`config.mk`:
```
export PLATFORM = sky130hd
export DESIGN_NAME = txctx_proc
export DESIGN_NICKNAME = d
export VERILOG_FILES = /design/src/rtl/txctx_pkg.sv /design/src/rtl/txctx_cmd_decode.sv /design/src/rtl/txctx_bank.sv /design/src/rtl/txctx_pkt_track.sv /design/src/rtl/txctx_proc.sv
export SDC_FILE = /design/constraint.sdc
export NUM_CORES = 1
export LEC_CHECK = 0
export ABC_AREA = 1
export BUFFER_PORTS_ARGS = -buffer_cell sky130_fd_sc_hd__buf_2
export CORE_MARGIN = 5
export CORE_UTILIZATION = 40
export CTS_CLUSTER_SIZE = 10
export DETAILED_ROUTE_END_ITERATION = 7
export PLACE_DENSITY = 0.78
export SYNTH_ARGS = -nofsm -noshare
export SYNTH_HDL_FRONTEND = slang
export SYNTH_SLANG_ARGS = --single-unit
```
`constraint.sdc`:
```
create_clock -name clk -period 1.27 [get_ports clk]
set_input_delay 0.3175 -clock clk [delete_from_list [all_inputs] [get_ports clk]]
set_output_delay 0.3175 -clock clk [all_outputs]
set_load 0.05 [all_outputs]
```
`src/rtl/txctx_pkg.sv`:
```
package txctx_pkg;
    localparam int CMD_W   = 8;
    localparam int STAT_W  = 4;
    localparam int NBANK   = 2;
    localparam int BIT_TCP = 0;
    localparam int BIT_IP4 = 1;
    localparam int BIT_TSE = 2;
    localparam int BIT_RS  = 3;
    localparam int BIT_EXT = 5;
    localparam int BANK_CSUM = 0;
    localparam int BANK_SEG  = 1;

    typedef enum logic [0:0] {
        ST_IDLE   = 1'b0,
        ST_REPORT = 1'b1
    } st_t;

    typedef struct packed {
        logic ext;
        logic rs;
        logic tse;
        logic ip4;
        logic tcp;
    } cmd_t;
endpackage

```
`src/rtl/txctx_cmd_decode.sv`:
```
module txctx_cmd_decode
    import txctx_pkg::*;
(
    input  logic [CMD_W-1:0] cmd,
    output cmd_t             fields
);
    always_comb begin
        fields.ext = cmd[BIT_EXT];
        fields.rs  = cmd[BIT_RS];
        fields.tse = cmd[BIT_TSE];
        fields.ip4 = cmd[BIT_IP4];
        fields.tcp = cmd[BIT_TCP];
    end
endmodule

```
`src/rtl/txctx_bank.sv`:
```
module txctx_bank #(
    parameter int DW = 16
) (
    input  logic          clk,
    input  logic          rst_n,
    input  logic          load,
    input  logic          tcp_i,
    input  logic          ip4_i,
    input  logic [DW-1:0] data_i,
    output logic          valid_o,
    output logic          tcp_o,
    output logic          ip4_o,
    output logic [DW-1:0] data_o
);
    always_ff @(posedge clk or negedge rst_n) begin
        if (!rst_n) begin
            valid_o <= 1'b0;
            tcp_o   <= 1'b0;
            ip4_o   <= 1'b0;
            data_o  <= '0;
        end else if (load) begin
            valid_o <= 1'b1;
            tcp_o   <= tcp_i;
            ip4_o   <= ip4_i;
            data_o  <= data_i;
        end
    end


    bank_hold_chk: assert property (@(posedge clk) disable iff (!rst_n)
        !load |=> ($stable(data_o) && $stable(tcp_o) && $stable(ip4_o) && $stable(valid_o)));


    bank_load_chk: assert property (@(posedge clk) disable iff (!rst_n)
        load |=> (valid_o && data_o == $past(data_i) && tcp_o == $past(tcp_i)));
endmodule

```
`src/rtl/txctx_pkt_track.sv`:
```
module txctx_pkt_track (
    input  logic clk,
    input  logic rst_n,
    input  logic pkt_hit,
    input  logic pkt_eop,
    input  logic ctx_upd,
    output logic open_o,
    output logic hazard_o
);
    always_ff @(posedge clk or negedge rst_n) begin
        if (!rst_n) begin
            open_o <= 1'b0;
        end else if (pkt_hit) begin
            open_o <= !pkt_eop;
        end
    end

    always_ff @(posedge clk or negedge rst_n) begin
        if (!rst_n) begin
            hazard_o <= 1'b0;
        end else if (ctx_upd && open_o) begin
            hazard_o <= 1'b1;
        end
    end


    hazard_sticky_chk: assert property (@(posedge clk) disable iff (!rst_n)
        hazard_o |=> hazard_o);


    open_close_chk: assert property (@(posedge clk) disable iff (!rst_n)
        (pkt_hit && pkt_eop) |=> !open_o);


    hazard_set_chk: assert property (@(posedge clk) disable iff (!rst_n)
        (ctx_upd && open_o) |=> hazard_o);
endmodule

```
`src/rtl/txctx_proc.sv`:
```
module txctx_proc
    import txctx_pkg::*;
#(
    parameter int CTX_W = 16
) (
    input  logic               clk,
    input  logic               rst_n,
    input  logic               desc_valid,
    output logic               desc_ready,
    input  logic [CMD_W-1:0]   desc_cmd,
    input  logic [CTX_W-1:0]   desc_data,
    input  logic               pkt_valid,
    input  logic               pkt_seg,
    input  logic               pkt_eop,
    output logic [NBANK-1:0]   ctx_valid,
    output logic [NBANK-1:0]   ctx_tcp,
    output logic [NBANK-1:0]   ctx_ipv4,
    output logic [CTX_W-1:0]   seg_data,
    output logic [CTX_W-1:0]   csum_data,
    output logic               seg_blk_send,
    output logic               wb_valid,
    output logic [STAT_W-1:0]  wb_status,
    output logic [NBANK-1:0]   pkt_open,
    output logic [NBANK-1:0]   hazard
);
    localparam logic [STAT_W-1:0] STAT_DONE = STAT_W'(1);

    st_t  state, state_nx;
    cmd_t fld;
    logic accept;
    logic ctx_go;
    logic [NBANK-1:0]  bank_load;
    logic [CTX_W-1:0]  bank_data [NBANK];

    txctx_cmd_decode u_dec (
        .cmd    (desc_cmd),
        .fields (fld)
    );

    assign accept = desc_valid && desc_ready;
    assign ctx_go = accept && fld.ext;

    genvar b;
    generate
        for (b = 0; b < NBANK; b++) begin : g_bank
            assign bank_load[b] = ctx_go && (fld.tse == (b == BANK_SEG));

            txctx_bank #(.DW(CTX_W)) u_bank (
                .clk     (clk),
                .rst_n   (rst_n),
                .load    (bank_load[b]),
                .tcp_i   (fld.tcp),
                .ip4_i   (fld.ip4),
                .data_i  (desc_data),
                .valid_o (ctx_valid[b]),
                .tcp_o   (ctx_tcp[b]),
                .ip4_o   (ctx_ipv4[b]),
                .data_o  (bank_data[b])
            );

            txctx_pkt_track u_trk (
                .clk      (clk),
                .rst_n    (rst_n),
                .pkt_hit  (pkt_valid && (pkt_seg == (b == BANK_SEG))),
                .pkt_eop  (pkt_eop),
                .ctx_upd  (bank_load[b]),
                .open_o   (pkt_open[b]),
                .hazard_o (hazard[b])
            );
        end
    endgenerate

    assign seg_data     = bank_data[BANK_SEG];
    assign csum_data    = bank_data[BANK_CSUM];
    assign seg_blk_send = ctx_valid[BANK_SEG] && !ctx_tcp[BANK_SEG] && !ctx_ipv4[BANK_SEG];

    // state register
    always_ff @(posedge clk or negedge rst_n) begin
        if (!rst_n) state <= ST_IDLE;
        else        state <= state_nx;
    end

    // transitions
    always_comb begin
        state_nx = state;
        unique case (state)
            ST_IDLE:   if (ctx_go && fld.rs) state_nx = ST_REPORT;
            ST_REPORT: state_nx = ST_IDLE;
            default:   state_nx = ST_IDLE;
        endcase
    end

    // outputs
    always_comb begin
        desc_ready = 1'b0;
        wb_valid   = 1'b0;
        wb_status  = '0;
        unique case (state)
            ST_IDLE:   desc_ready = 1'b1;
            ST_REPORT: begin
                wb_valid  = 1'b1;
                wb_status = STAT_DONE;
            end
            default: ;
        endcase
    end


    wb_single_chk: assert property (@(posedge clk) disable iff (!rst_n)
        wb_valid |=> !wb_valid);


    wb_cause_chk: assert property (@(posedge clk) disable iff (!rst_n)
        (accept && fld.ext && fld.rs) |=> (wb_valid && wb_status == STAT_DONE));


    busy_ready_chk: assert property (@(posedge clk) disable iff (!rst_n)
        wb_valid |-> !desc_ready);


    noext_chk: assert property (@(posedge clk) disable iff (!rst_n)
        (accept && !fld.ext) |=> (!wb_valid && $stable(ctx_valid) && $stable(seg_data) && $stable(csum_data)));


    one_bank_chk: assert property (@(posedge clk) disable iff (!rst_n)
        $countones(bank_load) <= 1);
endmodule

```
* After elaboration in Yosys (flattened, before gate mapping) *
Cells that the tools add are included.

operators by class
  mux-type cells = 5
  bitwise gates (word level) = 3
  reductions and logical operators = 14

operators with widths
  kind                 number
  $logic_and A1 B1 Y1  11
  $mux W1              4
  $logic_not A1 Y1     3
  $not A1 Y1           3
  $pmux W1 S2          1

storage, ports and cells
  flip-flop bits (word level) = 43
  word-level logic and storage cells = 35
  output and inout bits = 49

* Longest topological paths before layout *
  depth in word-level cells = 6
  depth in mapped cells = 6
  mapped depth without buffers = 5

* Modules after synthesis *
A second synthesis with hierarchy kept.

second synthesis, totals
  cells, all modules = 199
  area, all modules = 1778.0 µm²

modules (own cells, without submodules)
  module            sequential area each (µm²)  instances  cells each  area an instance (µm²)
  txctx_bank        475.5                       2          78          733.2
  txctx_pkt_track   50.0                        2          10          80.1
  txctx_proc        25.0                        1          18          113.9
  txctx_cmd_decode  0.0                         1          5           37.5

* Least setup slack after synthesis *
No wires, ideal clock.

  kind = register -> output
  start point = register g_bank[1].u_bank.ip4_o
  end point = output seg_blk_send
  cell stages (with the launch flop) = 2
  arrival = 1.471 ns
  required time = 0.952 ns
  slack = -0.518 ns
  cells stage by stage = dfrtp_1 -> nor3_1

on the way
  cells in the longest elaborated chain, start to end = 2

RTL lines
  item                    RTL line          RTL
  start, declared         txctx_bank.sv:12  output logic ip4_o,
  start signal, assigned  txctx_bank.sv:24  ip4_o <= ip4_i;
  $logic_not A1 Y1        txctx_proc.sv:75  assign seg_blk_send = ctx_valid[BANK_SEG] && !ctx_tcp[BANK_SEG] && !ctx_ipv4[BANK_SEG];
  $logic_and A1 B1 Y1     txctx_proc.sv:75
  end, declared           txctx_proc.sv:20  output logic seg_blk_send,

Every way passes these cells.

* Worst setup path after layout *
Same ends and word-level chain as after synthesis.

==> flow_metrics.env <==
export IMPL_p_leak_nw=1.33
export IMPL_yosysSeqAreaShare=0.586
export IMPL_clk_path_buf_depth=2
export IMPL_synth_top_cell_area_share=0.586
export IMPL_chipHeight_um=77.7
export IMPL_hold_start="pkt_eop"
export IMPL_synth_area_top_cells="dfrtp_1, nand2_1, nand3_1"
export IMPL_rr_worst_depth=4
export IMPL_gr_max_usage_layer="met2"
export IMPL_status="finished, violations left"
export IMPL_cts_root_buffer="clkbuf_8"
export IMPL_synth_xor_area_frac=0
export IMPL_clk_latency_ns=0.29
export IMPL_grtUsageTotal=0.147
export IMPL_min_path_type="in2reg"
export IMPL_coreArea_um2=4410
export IMPL_grtUsageMet3=0.0417
export IMPL_ios=79
export IMPL_clock_power_share=0.215
export IMPL_p_sw_frac=0.414
export IMPL_cell_internal_pwr_w=0.00237
export IMPL_drt_wl_total_um=4270
export IMPL_antenna_cells=0
export IMPL_cts_sinks=43
export IMPL_synth_compound_area_frac=0.00545
export IMPL_fp_dieW_um=77.7
export IMPL_synth_top_area_cell="dfrtp_1"
export IMPL_layout_nets=295
export IMPL_synthAdderAreaFrac=0
export IMPL_period_minus_slack_ns=1.38
export IMPL_synth_warnings=0
export IMPL_gr_usage_met2=0.256
export IMPL_place_congestion=0.710
export IMPL_fin_skew_ns=0.00703
export IMPL_syn_inst=201
export IMPL_area_delta_synth_final_pct=27.2
export IMPL_rr_startpoint="state"
export IMPL_rows=24
export IMPL_rr_endpoint="g_bank[1].u_bank.data_o[6]"
export IMPL_drc=0
export IMPL_synth_simple_area_share=0.289
export IMPL_cp_end_kind="output port"
export IMPL_power_density_nw_per_um2=1740
export IMPL_htreeDepth=2
export IMPL_max_freq_mhz=726
export IMPL_slew_violations=0
export IMPL_first_pass_iters=5
export IMPL_hold_violations=0
export IMPL_setup_tns_ns=-0.135
export IMPL_netSwitchingPower_w=0.00168
export IMPL_worstPathArrival_ns=1.06
export IMPL_pwr_share_seq=0.420
export IMPL_grt_pass1_wl_um=7070
export IMPL_vdd_drop_max_v=0.000622
export IMPL_crit_type="reg2out"
export IMPL_clk_pin_slew_ns=0.08
export IMPL_io_buffers=72
export IMPL_antenna_found_initial=0
export IMPL_post_cts_buffers=0
export IMPL_async_reset_ff_frac=1.00
export IMPL_dpl_hpwl_um=3030
export IMPL_ys_ff_latch=43
export IMPL_viasPerCell=4.69
export IMPL_cts_buffers=5
export IMPL_grt_pass1_vias=1473
export IMPL_finalCritPeriodShare=1.08
export IMPL_yosysMostFrequentCell="nand2_1"
export IMPL_post_route_util=0.529
export IMPL_final_setup_viol_count=2
export IMPL_ys_types=13
export IMPL_synth_mux_area_frac=0
export IMPL_wl_per_cell_um=13.4
export IMPL_synth_common_cells="nand2_1, dfrtp_1, nand3_1"
export IMPL_holdPathStages=2
export IMPL_grt_max_degree=44
export IMPL_pwr_share_comb=0.366
export IMPL_ant_nets=0
export IMPL_yosys_most_used_dff="dfrtp_1"
export IMPL_maxCapViolations=0
export IMPL_reg2reg_slack_ns=0.09
export IMPL_grt_util_met1=0.167
export IMPL_vias=1492
export IMPL_start_kind="flop"
export IMPL_synth_top_family_by_area="simple AND/OR/NAND/NOR gates"
export IMPL_rsz0062_at_grt="yes"
export IMPL_avgSynthCellArea_um2=9.13
export IMPL_violations="negative setup slack"
export IMPL_synth_edf_count=0
export IMPL_fin_ws_ns=-0.107
export IMPL_syn_area_um2=1840
export IMPL_drt_iter0_markers=70
export IMPL_cts_tree="built"
export IMPL_path_max_fanout=3
export IMPL_min_to="g_bank[1].u_trk.open_o"
export IMPL_required_ns=0.95
export IMPL_overflow=0
export IMPL_start_util=0.416
export IMPL_dieArea_um2=6040
export IMPL_final_layout_size_suffix_gt1_frac=0.342
-- worst max-delay path: stages (launching register included) --
cell	delay [ns]
dfrtp_1	0.40
nor3_2	0.19
buf_6	0.18
-- kinds of logic (layout without fill, tap and decap cells) --
logic type | count (synthesis) | count (layout)
AND/OR/NAND/NOR | 124 | 124
flip-flops | 43 | 43
buffers and inverters | 31 | 94
AO/OA/AOI/OAI | 2 | 2
other | 1 | 3
-- cell type report --
class | instances | area [µm²]
fill | 406 | 2080
clock inverter | 1 | 5.00
timing repair buffer | 79 | 508
tap | 52 | 65.1
inverter | 7 | 26.3
sequential | 43 | 1080
multi-input combinational | 129 | 567
clock buffer | 7 | 86.3
-- registers in the layout, indices dropped and copies added (netlist names) --
name	flops
g_bank.u_bank.data_o	32
g_bank.u_trk.hazard_o	2
g_bank.u_bank.ip4_o	2
g_bank.u_bank.tcp_o	2
state	1
g_bank.u_bank.valid_o	2
g_bank.u_trk.open_o	2
-- metrics by stage --
step | power (W) | cell area (µm²) | hold WS (ns) | cells | setup WS (ns)
after floorplan | 0.00282 | 1850 | 0.0219 | 203 | -0.107
after global placement | 0.00313 | 2140 | 0.308 | 309 | 0.0499
after detailed placement | 0.00315 | 2140 | 0.310 | 309 | 0.0340
after CTS | 0.00405 | 2280 | 0.216 | 318 | -0.125
after global routing | 0.00426 | 2330 | 0.223 | 318 | -0.163
final | 0.00405 | 2330 | 0.223 | 318 | -0.107
-- how the worst max path moves through the flow --
stage          cells after the start  slack [ns]                     endpoint              startpoint
5_1_grt                            2       -0.16                 seg_blk_send  g_bank[1].u_bank.ip4_o
6_report                           2       -0.11                 seg_blk_send  g_bank[1].u_bank.ip4_o
4_1_cts                            2       -0.13                 seg_blk_send  g_bank[1].u_bank.ip4_o
2_1_floorplan                      1       -0.11                 seg_blk_send  g_bank[1].u_bank.ip4_o
3_3_place_gp                       5        0.05  g_bank[0].u_bank.data_o[14]             desc_cmd[2]
3_5_place_dp                       5        0.03  g_bank[0].u_bank.data_o[15]             desc_cmd[2]
-- layout by cell type (no fill, tap or decap), drive strengths merged --
cell type	netlist	layout
nor3b	1	1
dlygate4sd3	0	1
clkinv	0	1
nor2	1	1
conb	1	3
nand3	38	38
clkbuf	0	21
dfrtp	43	43
nor3	1	1
inv	7	7
o21ai	2	2
nand2	83	83
buf	24	64
-- repair_timing --
action	in CTS	in global routing
hold buffers	1	0
gates cloned	0	0
setup endpoints to repair	5	56
gates resized for setup	11	21
hold endpoints to repair	34	0
-- per-layer routing --
| layer | vias up | part of all wire |
|---|---|---|
| met5 | - | 0 |
| met4 | 0 | 0.019 |
| met2 | 52 | 0.53 |
| li1 | 745 | - |
| met1 | 686 | 0.39 |
| met3 | 9 | 0.067 |
-- power groups by stage --
stage	combinational [W]	clock, W	sequential (W)
CTS	0.00145	0.000900	0.00170
global route	0.00157	0.000962	0.00173
floorplan	0.000460	0	0.00236
finish	0.00148	0.000870	0.00170
detailed placement	0.00143	0	0.00172
global placement	0.00141	0	0.00172
(Power assumes the default switching activity.)
